==> config.mk <==
export PLATFORM = sky130hd
export DESIGN_NAME = board_irl_enc
export DESIGN_NICKNAME = d
export VERILOG_FILES = /design/src/rtl/board_irl_enc.sv
export SDC_FILE = /design/constraint.sdc
export NUM_CORES = 1
export LEC_CHECK = 0
export BUFFER_PORTS_ARGS = -buffer_cell sky130_fd_sc_hd__buf_2
export CORE_MARGIN = 4
export CORE_UTILIZATION = 40
export CTS_BUF_LIST = sky130_fd_sc_hd__clkbuf_4 sky130_fd_sc_hd__clkbuf_8
export DETAILED_ROUTE_END_ITERATION = 7
export GPL_TIMING_DRIVEN = 1
export PLACE_DENSITY = 0.68
export SYNTH_ARGS = -nofsm -noshare
export SYNTH_HDL_FRONTEND = slang
export SYNTH_SLANG_ARGS = --single-unit
==> constraint.sdc <==
create_clock -name clk -period 3.47 [get_ports clk]
set_input_delay 0.347 -clock clk [delete_from_list [all_inputs] [get_ports clk]]
set_output_delay 0.347 -clock clk [all_outputs]
set_load 0.005 [all_outputs]
==> src/rtl/board_irl_enc.sv <==
module board_irl_enc #(
  parameter int DW = 16,
  parameter int AW = 6,
  parameter int LW = 4,
  parameter logic [DW-1:0] VERSION = 16'h0010,
  parameter logic [AW-1:0] OFF_MASK = 6'h00,
  parameter logic [AW-1:0] OFF_PWR  = 6'h30,
  parameter logic [AW-1:0] OFF_VER  = 6'h32,
  parameter logic [AW-1:0] OFF_GPO  = 6'h36
) (
  input  logic          clk,
  input  logic          rst_n,
  input  logic [12:0]   irq_lines,
  input  logic          bus_sel,
  input  logic          bus_we,
  input  logic [AW-1:0] bus_addr,
  input  logic [DW-1:0] bus_wdata,
  output logic [DW-1:0] bus_rdata,
  output logic [LW-1:0] irl_code,
  output logic [DW-1:0] gpo,
  output logic          shutdown_req
);
  localparam int NSRC = 13;
  localparam logic [LW-1:0] NONE = '1;

  function automatic int src_bit(input int s);
    case (s)
      0: return 11;  1: return 9;   2: return 8;   3: return 12;
      4: return 10;  5: return 6;   6: return 5;   7: return 4;
      8: return 7;   9: return 14;  10: return 13; 11: return 0;
      default: return 15;
    endcase
  endfunction

  logic [DW-1:0] pend, mask_q, mask_nx;
  logic [LW-1:0] win;
  logic          wr_mask, wr_gpo, wr_pwr, rd_acc;

  assign wr_mask = bus_sel && bus_we && bus_addr == OFF_MASK;
  assign wr_gpo  = bus_sel && bus_we && bus_addr == OFF_GPO;
  assign wr_pwr  = bus_sel && bus_we && bus_addr == OFF_PWR;
  assign rd_acc  = bus_sel && !bus_we;
  assign mask_nx = wr_mask ? bus_wdata : mask_q;

  always_comb begin
    pend = '0;
    for (int s = 0; s < NSRC; s++) pend[src_bit(s)] = irq_lines[s];
  end

  always_comb begin
    win = NONE;
    for (int s = NSRC - 1; s >= 0; s--)
      if (pend[src_bit(s)] && mask_nx[src_bit(s)]) win = LW'(s);
  end

  always_ff @(posedge clk) begin
    if (!rst_n) begin
      mask_q       <= '0;
      gpo          <= '0;
      irl_code     <= '0;
      shutdown_req <= 1'b0;
    end else begin
      mask_q       <= mask_nx;
      if (wr_gpo) gpo <= bus_wdata;
      irl_code     <= win ^ NONE;
      shutdown_req <= wr_pwr && bus_wdata[0];
    end
  end

  always_comb begin
    bus_rdata = '0;
    if (rd_acc) begin
      case (bus_addr)
        OFF_MASK: bus_rdata = mask_q;
        OFF_GPO:  bus_rdata = gpo;
        OFF_VER:  bus_rdata = VERSION;
        default:  bus_rdata = '0;
      endcase
    end
  end


  idle_code_chk: assert property (@(posedge clk) disable iff (!rst_n)
    (irq_lines == '0) |=> (irl_code == '0));


  mask_store_chk: assert property (@(posedge clk) disable iff (!rst_n)
    wr_mask |=> (mask_q == $past(bus_wdata)));


  pwr_pulse_chk: assert property (@(posedge clk) disable iff (!rst_n)
    shutdown_req |-> $past(bus_sel && bus_we && bus_addr == OFF_PWR));


  version_rd_chk: assert property (@(posedge clk) disable iff (!rst_n)
    (bus_sel && !bus_we && bus_addr == OFF_VER) |-> (bus_rdata == VERSION));


  idle_rdata_chk: assert property (@(posedge clk) disable iff (!rst_n)
    !(bus_sel && !bus_we) |-> (bus_rdata == '0));
endmodule

==> run summary, run 1 <==
Outcome: finished, final reports clean
Die outline area: 0.005848 mm2
Initial cell density of the core: 42.20%
Worst reg2reg endpoint: irl_code[0]
Number of nets in the layout: 354
Normalized max-slew margin: 53.14%
Hold_sp: irq_lines[0]
CTS Buf Count: 5
Worst hold slack: 0.2879 ns
Area Overhead vs Synth: 29.02%
Placed Instances: 360
Average routed wire per standard cell: 15.76 um
Vias per std cell: 5.492
Netlist Area Pre-Place: 0.001876 mm2
YS warnings: 0
Setup TNS: 0 ns
# DRC: 0
Worst Hold Class: input port to flip-flop
Fin area: 0.002420 mm2
CTS Sinks: 37
Post-DP HPWL: 4234 um
FF+latch area: 740.7 um2
R2R Setup Slk: 2.08 ns
Hold endpoint: irl_code[0]
Max VDD drop: 240.0 uV
Final period utilization: 76.09%
Final wirelength: 5798 um
Largest net degree at the start of global routing: 24
Core Region: 0.004444 mm2
Startpoint Class: input port
Hold-fix buffers, CTS: 0
Antenna diodes: 0
Final hold viol count: 0
Routed Antenna Nets: 0
PortBufs: 75
Fillers: 452
Power density over the cells: 386.2 mW/mm2
First-pass GRT wire length: 9446 um
Cells after synthesis: 241
Fmax: 0.3788 GHz
Multi-input logic area: 0.001049 mm2
Placement row count: 24
Crit path from: bus_addr[0]
Maximum clock path buffer count: 2
Placement-stage cell area: 0.002286 mm2
First drt pass iteration count: 5
RR Startpoint: mask_q[15]
IO Count: 76
Sequential area share after synthesis: 39.49%
Final setup fails: 0
Root buf cell: clkbuf_8
Number of global-route vias before repair: 1892
Synthesized Nets: 280
Post-synthesis area per instance: 7.782 um2
Worst setup EP type: primary output
Setup ws final: 0.8298 ns
Leakage: 1.028 nW
Distinct cells, synth: 38
Worst reg2reg path depth: 6
Die Wd: 76.48 um
Max cap viols: 0
Clk_lat worst skew: 0.29 ns
Post-CTS Resized: 0
Initial antenna violation count: 0
Setup CP Type: input port to primary output
Global Route Usage Sum: 19.98%
Pins over their slew limit: 0
Post-CTS Setup Bufs: 0
TritonCTS clock tree: built
Final Non-Filler Cells: 368
Die Height: 76.48 um
Seq cells post-synth: 37
Vias: 2021
Worst Hold Path Cells: 3
Gpl congestion: 0.9039
Max Clock Skew: 0.002504 ns
DP Worst Slack: 0.8419 ns
Grt total ovfl: 0
Clock-pin slew on the worst setup and hold paths: 0.08 ns
Layout cell share with drive strength beyond 1: 31.65%
Max FO, Critical Path: 17
Actual slew at the worst max-slew pin: 0.7028 ns
WP data required: 3.12 ns
H-tree levels: 2
Initial drt markers: 143
Min cycle time layout: 2.640 ns
RSZ-0062 raised after global routing: false
Crit path arrival time: 2.29 ns
[layer usage]
metal / vias to the layer above / track usage (%) / part of all wire (%)
li1: 993 / - / -
met4: 0 / 6.522 / 1.6
met1: 935 / 26.52 / 46
met2: 85 / 31.90 / 46
met5: - / 0 / 0
met3: 8 / 4.610 / 6.6
[final cells by class]
type | instances | share of cell area, %
Clock buffer | 5 | 2.844
Clock inverter | 3 | 2.689
Inverter | 5 | 0.7756
Multi-Input combinational cell | 186 | 43.33
Sequential cell | 37 | 30.61
Tap cell | 52 | 2.689
Timing Repair Buffer | 80 | 17.06
[state kept, by name (all words and copies together), names as in the netlist]
register	flops
gpo	16
shutdown_req	1
irl_code	4
mask_q	16
[power breakdown]
part           internal (mW)  total, mW  switching, mW
clock                  0.286      0.448          0.162
combinational         0.0237     0.0603         0.0366
sequential             0.425      0.426       0.000701
total                  0.735      0.934          0.200
[Yosys cell counts, drive strengths merged]
| library cell | number | area [um2] |
|---|---|---|
| nand3b | 1 | 7.510 |
| nand4 | 4 | 25.02 |
| dfxtp | 37 | 740.7 |
| nor3b | 2 | 20.02 |
| a31oi | 4 | 25.02 |
| a211oi | 1 | 12.51 |
| nor2b | 2 | 12.51 |
| and4bb | 1 | 16.27 |
| and3 | 1 | 6.260 |
| a22oi | 15 | 112.6 |
| a32oi | 1 | 8.760 |
| clkbuf | 8 | 30.03 |
| o21ai | 4 | 20.01 |
| buf | 5 | 37.53 |
| a21oi | 32 | 160.2 |
| o41ai | 1 | 16.27 |
| nor4 | 1 | 21.27 |
| o21a | 1 | 7.510 |
| a22o | 1 | 8.760 |
| nand2 | 64 | 242.7 |
| o2bb2ai | 1 | 8.760 |
| nor2 | 25 | 96.35 |
| a221oi | 4 | 41.29 |
| nand3 | 2 | 10.01 |
| mux2i | 6 | 60.06 |
| mux2 | 4 | 52.55 |
| nand2b | 1 | 6.260 |
| and2 | 4 | 25.02 |
| nor3 | 1 | 5.000 |
| a221o | 2 | 20.02 |
| inv | 5 | 18.77 |
[cells in the final DEF (no fill, tap or decap), types with 2 or more instances in the layout]
master      n
buf_2      75
nand2_1    63
a221o_1     2
mux2_2      2
nor2b_1     2
inv_1       5
mux2_4      2
a31oi_1     4
clkbuf_8    5
mux2i_1     6
nor2_1     24
nand4_1     4
a21oi_1    32
a221oi_1    3
a22oi_1    15
buf_4       5
nand3_1     2
dfxtp_1    37
and2_1      4
bufinv_16   2
o21ai_0     3
[worst max-delay path by stage]
stage,endpoint,slack (ns),depth (start not counted)
after floorplan,bus_rdata[10],1.44,6
after global placement,bus_rdata[6],0.86,8
after detailed placement,bus_rdata[6],0.84,8
after CTS,bus_rdata[6],0.82,8
after global routing,bus_rdata[13],0.60,8
final,bus_rdata[13],0.83,8
[kinds of logic after synthesis]
family	Yosys count	synth area share (%)
buffers and inverters	18	4.603
and+or+nand+nor	109	26.35
muxes	10	6.004
DFF	37	39.49
AOI/OAI and AO/OA	67	23.55
[critical path: stages]
cell      delay [ns]
buf_2           0.12
nor4_4          0.35
nor3b_2         0.22
buf_4           0.25
nand2b_1        0.13
nand3b_1        0.44
nor2_1          0.29
buf_2           0.15
[metrics by stage]
step / utilization, % / total power, mW
after floorplan: - / 0.4535
after global placement: 51.44 / 0.4950
after detailed placement: 51.44 / 0.4953
after CTS: 54.45 / 0.9348
after global routing: 54.45 / 0.9674
final: 54.45 / 0.9344
Power figures use the tool's default switching activity.
==> run 2: changes to the inputs <==
--- a/config.mk
+++ b/config.mk
@@ -11,7 +11,7 @@
 export CTS_BUF_LIST = sky130_fd_sc_hd__clkbuf_4 sky130_fd_sc_hd__clkbuf_8
 export DETAILED_ROUTE_END_ITERATION = 7
 export GPL_TIMING_DRIVEN = 1
-export PLACE_DENSITY = 0.68
+export PLACE_DENSITY = 0.71
 export SYNTH_ARGS = -nofsm -noshare
 export SYNTH_HDL_FRONTEND = slang
 export SYNTH_SLANG_ARGS = --single-unit
==> constraint.sdc (replaced) <==
create_clock -name clk -period 2.3 [get_ports clk]
set_input_delay 0.23 -clock clk [delete_from_list [all_inputs] [get_ports clk]]
set_output_delay 0.23 -clock clk [all_outputs]
set_load 0.005 [all_outputs]
==> run 2 against run 1 <==
  * Power is 42% higher
  * Final area increased by 0.36%
  * Critical path depth stayed put
  * Non-clock buffer count grew 3
==> run summary, run 2 (synthesis results as in run 1) <==
Gpl congestion: 0.9723
Max FO, Critical Path: 16
Biggest regs: gpo: 16 flops, mask_q: 16 flops, irl_code: 4 flops
Average routed wire per standard cell: 15.57 um
Max cap viols: 0
Fmax: 0.5483 GHz
Largest net degree at the start of global routing: 25
Max stage delay on crit path: 0.34 ns
Worst reg2reg path depth: 6
Max VDD drop: 265.4 uV
Antenna diodes: 0
Uppermost layer routed: met4
Buffers & Inverters on Critical Path: 3
Final wirelength: 5777 um
Worst Hold Class: input port to flip-flop
Layout cell share with drive strength beyond 1: 32.29%
Power Total: 1.325 mW
Worst reg2reg endpoint: irl_code[0]
Vias: 2016
PortBufs: 75
RR Startpoint: mask_q[15]
# DRC: 0
Worst setup EP type: primary output
CP dominant cell by count: buf_2
Final setup fails: 0
Outcome: finished, final reports clean
Metal-1 WL: 2579 um
Maximum clock path buffer count: 2
Grt total ovfl: 0
Number of nets in the layout: 357
Global Route Usage Sum: 20.08%
Root buf cell: clkbuf_8
Initial drt markers: 120
CTS Buf Count: 5
Final period utilization: 79.29%
Final hold viol count: 0
Placement row count: 24
Most common cell after layout, fill and taps aside: buf_2
Clock-pin slew on the worst setup and hold paths: 0.07 ns
Most frequent cells in the layout: buf_2 (75), nand2_1 (63), dfxtp_1 (37), a21oi_1 (32), nor2_1 (24)
Power density over the cells: 545.4 mW/mm2
Crit path arrival time: 1.59 ns
Routed Antenna Nets: 0
Setup TNS: 0 ns
Multi-input logic area: 0.001049 mm2
Crit path cell chain: buf_2, nor4_4, nor3b_2, nand2b_1, nand3b_1, buf_4, nor2_1, buf_2
WL met3: 379 um
Number of global-route vias before repair: 1950
Initial antenna violation count: 0
R2R Setup Slk: 0.98 ns
Hold endpoint: irl_code[0]
Hold-fix buffers, CTS: 0
Post-DP HPWL: 4273 um
Startpoint Class: input port
First-pass GRT wire length: 9528 um
Hold_sp: irq_lines[0]
Crit path from: bus_addr[0]
Setup CP Type: input port to primary output
Worst Hold Path Cells: 3
Area Overhead vs Synth: 29.49%
H-tree levels: 2
Initial cell density of the core: 42.20%
Die Height: 76.48 um
Normalized max-slew margin: 72.55%
FF+latch area: 740.7 um2
Leakage: 1.035 nW
Met2 WL post-DR: 2747 um
Critical-path top delay cell: nor4_4
TritonCTS clock tree: built
Actual slew at the worst max-slew pin: 0.4003 ns
Crit path max-delay family: simple AND/OR/NAND/NOR gates
RSZ-0062 raised after global routing: false
WP data required: 2.07 ns
Pins over their slew limit: 0
Core Region: 0.004444 mm2
Min cycle time layout: 1.824 ns
Post-CTS Setup Bufs: 0
CTS Sinks: 37
Vias per std cell: 5.434
Fillers: 434
Die outline area: 0.005848 mm2
Die Wd: 76.48 um
Post-CTS Resized: 0
IO Count: 76
First drt pass iteration count: 4
Max Clock Skew: 0.003040 ns
Clk_lat worst skew: 0.28 ns
[run 2: cell count changes in the layout (fill, tap and decap cells not counted), sizes merged]
cell    before  now
buf         80   83
clkbuf       5    7
bufinv       2    1
clkinv       1    0
[run 2: how the worst max path moves through the flow]
stage / slack (ns) / depth (start not counted) / end
5_1_grt: 0.34 / 8 / bus_rdata[12]
2_1_floorplan: 0.51 / 6 / bus_rdata[10]
6_report: 0.48 / 8 / bus_rdata[5]
3_5_place_dp: 0.27 / 7 / irl_code[0]
4_1_cts: 0.44 / 8 / bus_rdata[5]
3_3_place_gp: 0.32 / 7 / irl_code[0]
[run 2: layer usage]
metal | track usage (%) | up-vias
met5 | 0 | -
met4 | 5.616 | 0
met3 | 3.428 | 7
met2 | 32.95 | 78
met1 | 27.04 | 933
li1 | - | 998
[run 2: worst min-delay path: stages]
cell and delay, ns:
buf_2 0.09, a32oi_1 0.07, o41ai_2 0.05
[run 2: layout make-up]
| type | instances | share of cell area, % |
|---|---|---|
| clock buffers | 7 | 3.709 |
| clock inverters | 1 | 1.236 |
| inverters | 5 | 0.7728 |
| multi-input cells | 186 | 43.17 |
| flip-flops and latches | 37 | 30.50 |
| well taps | 52 | 2.679 |
| repair buffers | 83 | 17.93 |
[run 2: report_power, final]
| part | total [mW] | internal (mW) | switching (mW) |
|---|---|---|---|
| Combinational | 0.0916 | 0.0361 | 0.0555 |
| Clock | 0.590 | 0.365 | 0.224 |
| Sequential | 0.643 | 0.642 | 0.00108 |
| Total | 1.32 | 1.04 | 0.281 |
[run 2: stage by stage]
step / hold slack [ns] / utilization (%) / cells / cell area [um2] / setup WS, ns
4_1_cts: 0.1839 / 54.65 / 371 / 2429 / 0.4448
6_report: 0.1884 / 54.65 / 371 / 2429 / 0.4762
5_1_grt: 0.1928 / 54.65 / 371 / 2429 / 0.3411
2_1_floorplan: 0.3438 / - / 241 / 1876 / 0.5051
3_3_place_gp: 0.4492 / 51.94 / 363 / 2308 / 0.3152
3_5_place_dp: 0.4510 / 51.94 / 363 / 2308 / 0.2717
